## src/rtl/sq_pkg.sv

```systemverilog
package sq_pkg;
  localparam int BYTE_BITS = 8;
  localparam int BYTE_LOG  = 3;

  typedef enum logic {
    RD_IDLE  = 1'b0,
    RD_SHIFT = 1'b1
  } rd_state_e;
endpackage

```

## src/rtl/sq_crc_serial.sv

```systemverilog
module sq_crc_serial #(
  parameter int          WIDTH = 16,
  parameter logic [15:0] POLY  = 16'h1021
) (
  input  logic             clk,
  input  logic             rst_n,
  input  logic             restart,
  input  logic             step,
  input  logic             bit_i,
  output logic [WIDTH-1:0] crc
);
  logic [WIDTH-1:0] seed;
  logic [WIDTH-1:0] nxt;
  logic             fb;

  always_comb begin
    seed = restart ? '0 : crc;
    fb   = seed[WIDTH-1] ^ bit_i;
    nxt  = {seed[WIDTH-2:0], 1'b0} ^ (fb ? POLY[WIDTH-1:0] : '0);
  end

  always_ff @(posedge clk or negedge rst_n) begin
    if (!rst_n)    crc <= '0;
    else if (step) crc <= nxt;
  end
endmodule

```

## src/rtl/sq_collect.sv

```systemverilog
module sq_collect #(
  parameter int          DATA_BITS = 80,
  parameter int          CRC_BITS  = 16,
  parameter logic [15:0] CRC_POLY  = 16'h1021
) (
  input  logic                 clk,
  input  logic                 rst_n,
  input  logic                 in_valid,
  input  logic                 in_start,
  input  logic                 in_bit,
  output logic [DATA_BITS-1:0] hold_data,
  output logic                 hold_ok
);
  localparam int GRP_BITS = DATA_BITS + CRC_BITS;
  localparam int CNT_W    = $clog2(GRP_BITS + 1);
  localparam logic [CNT_W-1:0] DATA_END = CNT_W'(DATA_BITS);
  localparam logic [CNT_W-1:0] LAST_POS = CNT_W'(GRP_BITS - 1);
  localparam logic [CNT_W-1:0] GRP_END  = CNT_W'(GRP_BITS);

  logic                 open_q;
  logic [CNT_W-1:0]     cnt;
  logic [DATA_BITS-1:0] data_sr;
  logic [CRC_BITS-1:0]  rx_sr;
  logic [CRC_BITS-1:0]  crc;
  logic [CRC_BITS-1:0]  rx_full;
  logic                 take, in_data, last;

  assign take    = in_valid && (in_start || open_q);
  assign in_data = in_start || (cnt < DATA_END);
  assign last    = in_valid && !in_start && open_q && (cnt == LAST_POS);
  assign rx_full = {rx_sr[CRC_BITS-2:0], in_bit};

  sq_crc_serial #(.WIDTH(CRC_BITS), .POLY(CRC_POLY)) u_crc (
    .clk     (clk),
    .rst_n   (rst_n),
    .restart (in_valid && in_start),
    .step    (take && in_data),
    .bit_i   (in_bit),
    .crc     (crc)
  );

  always_ff @(posedge clk or negedge rst_n) begin
    if (!rst_n) begin
      open_q    <= 1'b0;
      cnt       <= '0;
      data_sr   <= '0;
      rx_sr     <= '0;
      hold_data <= '0;
      hold_ok   <= 1'b0;
    end else if (take) begin
      if (in_start) begin
        cnt    <= CNT_W'(1);
        open_q <= 1'b1;
      end else begin
        cnt <= cnt + CNT_W'(1);
      end
      if (in_data) data_sr <= {data_sr[DATA_BITS-2:0], in_bit};
      else         rx_sr   <= rx_full;
      if (last) begin
        open_q    <= 1'b0;
        hold_data <= data_sr;
        hold_ok   <= (crc == ~rx_full);
      end
    end
  end


  cnt_bound_chk: assert property (@(posedge clk) disable iff (!rst_n) cnt <= GRP_END);

  close_chk: assert property (@(posedge clk) disable iff (!rst_n) last |=> !open_q);
endmodule

```

## src/rtl/sq_reader.sv

```systemverilog
module sq_reader
  import sq_pkg::*;
#(
  parameter int DATA_BITS = 80
) (
  input  logic                 clk,
  input  logic                 rst_n,
  input  logic [DATA_BITS-1:0] hold_data,
  input  logic                 hold_ok,
  input  logic                 load_n,
  input  logic                 lock_err,
  input  logic                 rd_sel,
  input  logic                 latch_n,
  input  logic                 sclk,
  output logic                 dout
);
  localparam int IDX_W = $clog2(DATA_BITS + 1);
  localparam logic [IDX_W-1:0] IDX_LAST = IDX_W'(DATA_BITS);
  localparam logic [IDX_W-1:0] TOP_BYTE = IDX_W'(DATA_BITS - BYTE_BITS);

  rd_state_e            state;
  logic [IDX_W-1:0]     idx;
  logic [DATA_BITS-1:0] rd_data;
  logic                 flag, armed, pend;
  logic                 load_q, latch_q, sclk_q;
  logic                 load_fall, latch_fall, sclk_rise;
  logic                 do_load, latch_go, armed_mid, flag_mid, flag_nxt;
  logic [IDX_W-1:0]     pos, src_idx;

  assign load_fall  = load_q && !load_n;
  assign latch_fall = latch_q && !latch_n;
  assign sclk_rise  = !sclk_q && sclk;
  assign do_load    = load_fall || pend;
  assign latch_go   = latch_fall && rd_sel;

  always_comb begin
    armed_mid = armed || do_load;
    flag_mid  = do_load ? hold_ok : flag;
    flag_nxt  = (lock_err && armed_mid) ? 1'b0 : flag_mid;
  end

  always_comb begin
    pos     = idx - IDX_W'(1);
    src_idx = TOP_BYTE - {pos[IDX_W-1:BYTE_LOG], {BYTE_LOG{1'b0}}}
            + {{(IDX_W-BYTE_LOG){1'b0}}, pos[BYTE_LOG-1:0]};
  end

  always_comb begin
    if (state != RD_SHIFT) dout = 1'b0;
    else if (idx == '0)    dout = flag;
    else                   dout = rd_data[src_idx];
  end

  always_ff @(posedge clk or negedge rst_n) begin
    if (!rst_n) begin
      state   <= RD_IDLE;
      idx     <= '0;
      rd_data <= '0;
      flag    <= 1'b0;
      armed   <= 1'b0;
      pend    <= 1'b0;
      load_q  <= 1'b1;
      latch_q <= 1'b1;
      sclk_q  <= 1'b0;
    end else begin
      load_q  <= load_n;
      latch_q <= latch_n;
      sclk_q  <= sclk;
      if (state == RD_SHIFT) begin
        if (load_fall) pend <= 1'b1;
        if (sclk_rise) begin
          if (idx == IDX_LAST) state <= RD_IDLE;
          else                 idx   <= idx + IDX_W'(1);
        end
      end else begin
        if (do_load) begin
          rd_data <= hold_data;
          pend    <= 1'b0;
        end
        flag  <= flag_nxt;
        armed <= latch_go ? 1'b0 : armed_mid;
        if (latch_go) begin
          state <= RD_SHIFT;
          idx   <= '0;
        end
      end
    end
  end


  defer_chk: assert property (@(posedge clk) disable iff (!rst_n)
    (state == RD_SHIFT && load_fall) |=> pend);

  flag_hold_chk: assert property (@(posedge clk) disable iff (!rst_n)
    (state == RD_SHIFT && $past(state) == RD_SHIFT) |-> $stable(flag));

  step_chk: assert property (@(posedge clk) disable iff (!rst_n)
    (state == RD_SHIFT && sclk_rise && idx != IDX_LAST) |=> (idx == $past(idx) + IDX_W'(1)));

  lock_chk: assert property (@(posedge clk) disable iff (!rst_n)
    (state == RD_IDLE && lock_err && armed) |=> !flag);

  end_chk: assert property (@(posedge clk) disable iff (!rst_n)
    (state == RD_SHIFT && sclk_rise && idx == IDX_LAST) |=> !dout);
endmodule

```

## src/rtl/sq_capture.sv

```systemverilog
module sq_capture #(
  parameter int          DATA_BITS = 80,
  parameter int          CRC_BITS  = 16,
  parameter logic [15:0] CRC_POLY  = 16'h1021
) (
  input  logic clk,
  input  logic rst_n,
  input  logic sq_valid,
  input  logic sq_start,
  input  logic sq_bit,
  output logic sq_ready,
  input  logic load_n,
  input  logic lock_err,
  input  logic rd_sel,
  input  logic latch_n,
  input  logic sclk,
  output logic host_dout
);
  logic [DATA_BITS-1:0] hold_data;
  logic                 hold_ok;

  assign sq_ready = 1'b1;

  sq_collect #(.DATA_BITS(DATA_BITS), .CRC_BITS(CRC_BITS), .CRC_POLY(CRC_POLY)) u_collect (
    .clk       (clk),
    .rst_n     (rst_n),
    .in_valid  (sq_valid),
    .in_start  (sq_start),
    .in_bit    (sq_bit),
    .hold_data (hold_data),
    .hold_ok   (hold_ok)
  );

  sq_reader #(.DATA_BITS(DATA_BITS)) u_reader (
    .clk       (clk),
    .rst_n     (rst_n),
    .hold_data (hold_data),
    .hold_ok   (hold_ok),
    .load_n    (load_n),
    .lock_err  (lock_err),
    .rd_sel    (rd_sel),
    .latch_n   (latch_n),
    .sclk      (sclk),
    .dout      (host_dout)
  );
endmodule

```

## config.mk

```make
export PLATFORM = sky130hd
export DESIGN_NAME = sq_capture
export DESIGN_NICKNAME = d
export VERILOG_FILES = /design/src/rtl/sq_pkg.sv /design/src/rtl/sq_crc_serial.sv /design/src/rtl/sq_collect.sv /design/src/rtl/sq_reader.sv /design/src/rtl/sq_capture.sv
export SDC_FILE = /design/constraint.sdc
export NUM_CORES = 1
export LEC_CHECK = 0
export ABC_AREA = 1
export BUFFER_PORTS_ARGS = -buffer_cell sky130_fd_sc_hd__buf_2
export CAP_MARGIN = 20
export CELL_PAD_IN_SITES_DETAIL_PLACEMENT = 2
export CELL_PAD_IN_SITES_GLOBAL_PLACEMENT = 2
export CORE_MARGIN = 5
export CORE_UTILIZATION = 25
export CTS_CLUSTER_SIZE = 12
export DETAILED_ROUTE_END_ITERATION = 6
export MAX_ROUTING_LAYER = met4
export PLACE_DENSITY = 0.56
export SKIP_CTS_REPAIR_TIMING = 1
export SYNTH_ARGS = -nofsm -noshare
export SYNTH_HDL_FRONTEND = slang
export SYNTH_HIERARCHICAL = 1
export SYNTH_SLANG_ARGS = --single-unit
```

## constraint.sdc

```tcl
create_clock -name clk -period 2.5 [get_ports clk]
set_input_delay 0.125 -clock clk [delete_from_list [all_inputs] [get_ports clk]]
set_output_delay 0.125 -clock clk [all_outputs]
set_load 0.01 [all_outputs]
```

==> results of run 1 <==
-- registers in the layout, indices dropped and copies added (netlist names) --
register	count
u_reader/idx	7
u_reader/armed	1
u_reader/load_q	1
u_reader/rd_data	80
u_collect/rx_sr	15
u_collect/cnt	7
u_reader/pend	1
u_reader/flag	1
u_collect/hold_data	80
u_reader/latch_q	1
u_collect/open_q	1
u_collect/u_crc/crc	16
u_reader/sclk_q	1
u_collect/data_sr	80
u_reader/state	1
u_collect/hold_ok	1
-- power breakdown --
| group | internal, mW | switching [mW] | total (mW) |
|---|---|---|---|
| Sequential | 5.30 | 0.338 | 5.63 |
| Combinational | 0.875 | 1.60 | 2.48 |
| Clock | 3.30 | 2.14 | 5.44 |
-- worst paths after layout --
path / cells after the start / slack, ns / end / from
worst max register to register: 7 / 0.42 / u_collect/hold_data[27]$_DFFE_PN0P_ / u_collect/cnt[0]$_DFFE_PN0P_
min in group asynchronous: 2 / 0.20 / u_reader/rd_data[56]$_DFFE_PN0P_ / rst_n
worst max-delay path: 12 / -0.02 / host_dout / u_reader/idx[0]$_DFFE_PN0P_
worst min-delay path: 4 / 0.06 / u_reader/idx[5]$_DFFE_PN0P_ / rd_sel
max in group asynchronous: 3 / 1.47 / u_collect/hold_data[66]$_DFFE_PN0P_ / rst_n
worst min register to register: 2 / 0.47 / u_reader/rd_data[18]$_DFFE_PN0P_ / u_collect/hold_data[18]$_DFFE_PN0P_
-- per-layer routing --
metal	global-route usage [%]	up-vias	part of all wire (%)	routed length (um)
li1	-	4617	-	-
met1	17.17	4742	49	16480
met2	19.80	61	46	15450
met3	2.074	45	2.4	812
met4	3.589	0	2.0	671
met5	-	-	0	0
-- cell usage in the layout (no fill, tap or decap), types with 3 or more instances in the layout --
cell type,count
nand3_2,6
inv_1,176
clkbuf_8,5
nand2_2,7
clkbuf_1,5
nand2_4,3
o22ai_2,8
nor2_1,31
a21oi_1,9
buf_2,9
buf_12,9
nor2_2,7
dfrtp_1,291
nand3_1,67
clkbuf_16,39
dlygate4sd3_1,9
nor3_1,3
clkinv_2,12
buf_4,13
nand2_1,507
o21ai_1,82
bufinv_16,3
inv_2,9
xor2_1,8
o21ai_2,4
o21ai_0,149
-- stage by stage --
| stage | cells | TNS, ns | hold slack [ns] | setup slack, ns | total power [mW] |
|---|---|---|---|---|---|
| floorplan | 1473 | 0 | -0.1706 | 0.3621 | 7.307 |
| global placement | 2104 | 0 | 0.2008 | 0.2699 | 8.037 |
| detailed placement | 2104 | 0 | 0.1983 | 0.2534 | 8.128 |
| CTS | 2170 | -0.3463 | -0.4029 | -0.3463 | 13.76 |
| global route | 2180 | -0.1955 | 0.08004 | -0.1955 | 14.47 |
| finish | 2180 | -0.02272 | 0.05651 | -0.02272 | 13.55 |
-- area by class of cell --
| class | instances | area, sq um |
|---|---|---|
| clock buffers | 49 | 1064 |
| clock inverters | 17 | 166.4 |
| fillers | 5737 | 35460 |
| inverters | 188 | 715.7 |
| multi-input cells | 918 | 4230 |
| flip-flops and latches | 294 | 7361 |
| well taps | 672 | 840.8 |
| repair buffers | 42 | 439.2 |
-- critical path, stage by stage, from the launching register on --
cell     delay (ns)
dfrtp_2        0.43
inv_4          0.08
ha_4           0.15
nand2_1        0.05
nand2_1        0.10
buf_4          0.20
nand3_1        0.11
nand3_1        0.11
nand3_1        0.08
nand3_1        0.08
nand3_1        0.10
a21oi_2        0.20
buf_2          0.16
-- cells by family (layout without fill, tap and decap cells) --
logic type	Yosys count	after routing	share of synthesized area, %
flops	294	294	57.90
xor+xnor	9	9	0.6793
buf+inv	261	296	9.223
simple gates	643	643	20.73
other cells	1	1	0.02950
compound gates	262	262	11.14
fa+ha+maj	3	3	0.2953
==> results.yml, run 1 <==
die:
  core_area_sq_um: 50270
  initial_core_util_pct: 25.28
  die_y_um: 235.5
  die_x_um: 235.5
  num_rows: 82
  io_pins: 12
  dieArea_sq_um: 55450
logic_synthesis:
  synth_top_area_cell: "dfrtp_1"
  synth-main-ff-cell: "dfrtp_1"
  yosysWarnings: 6
  syn_area_per_cell_sq_um: 8.629
  synth_commonest_cells: "nand2_1, dfrtp_1, inv_1, o21ai_0, o21ai_1"
  async_flop_share_pct: 100.0
  synth_seq_cells: 294
  yosysMostFrequentCell: "nand2_1"
  syn_area_sq_um: 12710
  synth-edff-count: 0
  synth_cell_types: 41
  synthCells: 1473
  synth.yosys.seq_area_share_pct: 57.90
  synth_fp_nets: 1486
  synthTopCellsByArea: "dfrtp_1, nand2_1, o21ai_0"
  synth_top_area_share_pct: 57.49
sta:
  fin_crit_sh_pct: 100.9
  fmax_mhz: 396.4
  hold_viol_final: 0
  skew_ns: 0.02009
  period_minus_slack_ns: 2.523
  tightest_slew_ns: 1.032
  relSlewSlack_pct: 31.17
  setup_viol: 1
  fin_ws_ns: -0.02272
  slew_violations: 0
  rsz0062_at_grt: "yes"
cells_and_area:
  drive_gt1_share_pct: 10.21
  utilization_pct: 29.47
  n_antenna_cell: 0
  area_delta_synth_final_pct: 16.57
  final_design_area_no_fill_sq_um: 14820
  nNetsFinal: 1494
global_routing:
  grt_max_degree: 161
  grt-ovfl-total: 0
  grt_pass1_vias: 10440
  grt_use_total_pct: 12.68
  grt_pass1_wl_um: 57040
  antenna_found_initial: 0
critical_path:
  crit_type: "reg -> out"
  cp_max_fo: 10
  endpoint_kind: "primary output"
  cp-start-kind: "flip-flop"
  critical_path_arrival_ns: 2.40
  cp.required_ns: 2.38
flow_run:
  cap_violations: 0
clock_network:
  clock_sinks: 294
  cts_buffers: 37
  h-tree-depth: 2
  root_buffer: "clkbuf_16"
  tritoncts: "done"
  clockBufferDepth: 3
  clock_latency_ns: 0.54
  path_clk_slew_ns: 0.06
routing:
  drc: 0
  wl_per_cell_um: 15.33
  viasPerCell: 4.342
  final_antenna_net_count: 0
  vias: 9465
  dr.pass1.iters: 4
  routed_wl_um: 33410
  drt_iter0_drc: 323
placed_design:
  port_buffers: 10
  routabilityCongestion: 0.7535
  place_hpwl_um: 21010
  dpl-instance-area_sq_um: 13410
power_and_ir_drop:
  powerDensity_nw_per_um2: 914.4
  leakagePower_nw: 6.958
  ir_drop_uv: 417.5
hold_path:
  hold_path.class: "in -> reg"
run_status:
  run_status: "complete, but fails checks"
  violations: "negative setup slack"
Power figures use the tool's default switching activity.
==> run 2: changes to the inputs <==
--- a/config.mk
+++ b/config.mk
@@ -15,9 +15,8 @@
 export CTS_CLUSTER_SIZE = 12
 export DETAILED_ROUTE_END_ITERATION = 6
 export MAX_ROUTING_LAYER = met4
-export PLACE_DENSITY = 0.56
+export PLACE_DENSITY_LB_ADDON = 0.1
 export SKIP_CTS_REPAIR_TIMING = 1
 export SYNTH_ARGS = -nofsm -noshare
 export SYNTH_HDL_FRONTEND = slang
-export SYNTH_HIERARCHICAL = 1
 export SYNTH_SLANG_ARGS = --single-unit
==> results.yml, run 2 <==
die:
  core_area_sq_um: 50270
  io_pins: 12
  dieArea_sq_um: 55460
  die_y_um: 235.5
  die_x_um: 235.5
  num_rows: 82
  initial_core_util_pct: 25.29
clock_network:
  clock_latency_ns: 0.54
  path_clk_slew_ns: 0.06
  clock_sinks: 294
  h-tree-depth: 2
  root_buffer: "clkbuf_16"
  cts_buffers: 38
  tritoncts: "done"
  clockBufferDepth: 3
global_routing:
  grt_use_total_pct: 12.53
  grt-ovfl-total: 0
  grt-busiest-layer: "met2"
  use_met3_pct: 2.085
  grt_max_degree: 109
  antenna_found_initial: 0
  met1_usage_pct: 15.72
  met2_usage_pct: 21.06
  grt_pass1_wl_um: 56240
  grt_pass1_vias: 10460
logic_synthesis:
  async_flop_share_pct: 100.0
  yosysWarnings: 0
  synth.yosys.seq_area_share_pct: 57.89
  yosysMostFrequentCell: "nand2_1"
  synth-main-ff-cell: "dfrtp_1"
  synth-edff-count: 0
  synthCells: 1442
  synthTopCellsByArea: "dfrtp_1, nand2_1, o21ai_0"
  synth_seq_cells: 294
  synth_top_area_share_pct: 57.48
  synth_commonest_cells: "nand2_1, dfrtp_1, inv_1, o21ai_0, o21ai_1"
  synth_fp_nets: 1455
  synth_top_area_cell: "dfrtp_1"
  synth_cell_types: 46
  syn_area_sq_um: 12710
  syn_area_per_cell_sq_um: 8.816
placed_design:
  place_inst: 2087
  port_buffers: 10
  place_hpwl_um: 22380
  routabilityCongestion: 0.7671
  dpl-instance-area_sq_um: 13550
power_and_ir_drop:
  pwr-share-clk_pct: 39.2
  seqPwrFrac_pct: 39.8
  p_sw_share_pct: 30.32
  p_sw_mw: 4.365
  ir_drop_uv: 478.1
  leakagePower_nw: 7.008
  p_int_mw: 10.03
  powerDensity_nw_per_um2: 956.9
  pwr-share-comb_pct: 21.0
critical_path:
  crit_chain: "inv_4, ha_4, inv_2, buf_6, nand3_1, nand3_1, nand3_2, nand3_2, nand2_1, nand2_1, nand2_1, nand2_1, a21oi_2, buf_2"
  slowest_stage: "dfrtp_2"
  r2r-start: "u_collect.cnt[0]$_DFFE_PN0P_"
  cp_max_fo: 8
  critical_path_arrival_ns: 2.43
  crit_top_cell: "nand2_1"
  endpoint_kind: "primary output"
  cp-start-kind: "flip-flop"
  crit_type: "reg -> out"
  critPathMaxStageDelay_ns: 0.41
  startpoint: "u_reader.idx[0]$_DFFE_PN0P_"
  cp.required_ns: 2.38
cells_and_area:
  drive_gt1_share_pct: 12.09
  fin_cells: 2161
  n_antenna_cell: 0
  top_regs: "u_collect.data_sr (80), u_collect.hold_data (80), u_reader.rd_data (80)"
  nNetsFinal: 1476
  most-common-layout-cells: "nand2_1, dfrtp_1, inv_1"
  area_delta_synth_final_pct: 18.34
  final_design_area_no_fill_sq_um: 15040
  final_common_cell: "nand2_1"
sta:
  relSlewSlack_pct: 56.13
  rsz0062_at_grt: "yes"
  period_minus_slack_ns: 2.555
  hold_viol_final: 0
  skew_ns: 0.01608
  fmax_mhz: 391.4
  slew_violations: 0
  tightest_slew_ns: 0.6557
  fin_crit_sh_pct: 102.2
  setup_viol: 1
  fin_ws_ns: -0.05490
routing:
  viasPerCell: 4.378
  wl_per_cell_um: 15.56
  drt_iter0_drc: 327
  vias: 9460
  routed_wl_um: 33630
  final_antenna_net_count: 0
  dr.pass1.iters: 4
  drc: 0
run_status:
  violations: "negative setup slack"
  run_status: "complete, but fails checks"
hold_path:
  hold_start: "sq_valid"
  hold_path.class: "in -> reg"
flow_run:
  cap_violations: 0
run 2: final cells by class:
| type | count | area, sq um |
|---|---|---|
| sequential | 294 | 7361 |
| fill | 5648 | 35230 |
| tap | 672 | 840.8 |
| clock buffer | 56 | 1130 |
| multi-input combinational | 915 | 4343 |
| clock inverter | 10 | 156.4 |
| inverter | 159 | 601.8 |
| timing repair buffer | 55 | 610.6 |
run 2: final timing paths:
check / to / slack [ns] / depth (start not counted)
max: host_dout / -0.05 / 14
min: u_collect.cnt[0]$_DFFE_PN0P_ / 0.02 / 4
max reg2reg: u_collect.hold_data[63]$_DFFE_PN0P_ / 0.60 / 7
min reg2reg: u_reader.rd_data[76]$_DFFE_PN0P_ / 0.47 / 2
max in group asynchronous: u_collect.u_crc.crc[2]$_DFFE_PN0P_ / 1.58 / 3
min in group asynchronous: u_reader.rd_data[37]$_DFFE_PN0P_ / 0.11 / 2
run 2: worst max-delay path: cells and delay by family (launching register included):
family                   cells  cell delay (ns)
AO/OA/AOI/OAI                1             0.18
buffers and inverters        4             0.40
adder cells (fa/ha/maj)      1             0.29
flip-flops                   1             0.41
AND/OR/NAND/NOR              8             0.61
run 2: per-layer routing:
layer  wire (um)  up-vias
li1            -     4582
met1       15560     4763
met2       16540       65
met3         874       50
met4         661        0
met5           0        -
run 2: stage by stage:
step	util, %	setup slack, ns	hold slack (ns)	setup TNS, ns	power (mW)
global placement	26.95	0.2906	0.09167	0	8.635
detailed placement	26.95	0.2824	0.09561	0	8.711
global route	29.92	-0.2312	0.03139	-0.2312	15.37
finish	29.92	-0.05490	0.01707	-0.05490	14.39
floorplan	-	0.3136	-0.1706	0	7.651
CTS	29.51	-0.3323	-0.4939	-0.3323	14.56
run 2: power groups by stage:
stage / clock network [mW] / logic, mW / registers [mW]
global placement: 0 / 2.84 / 5.80
finish: 5.64 / 3.03 / 5.72
CTS: 5.90 / 2.92 / 5.73
detailed placement: 0 / 2.90 / 5.81
floorplan: 0 / 1.97 / 5.68
global route: 6.07 / 3.50 / 5.80
run 2: cells by family after synthesis:
group	after synthesis	synth area share, %
adder cells (fa/ha/maj)	3	0.2953
buffers and inverters	233	8.642
AND/OR/NAND/NOR	639	20.44
AO/OA/AOI/OAI	259	11.74
flip-flops	294	57.89
other	1	0.02950
XOR/XNOR	13	0.9548
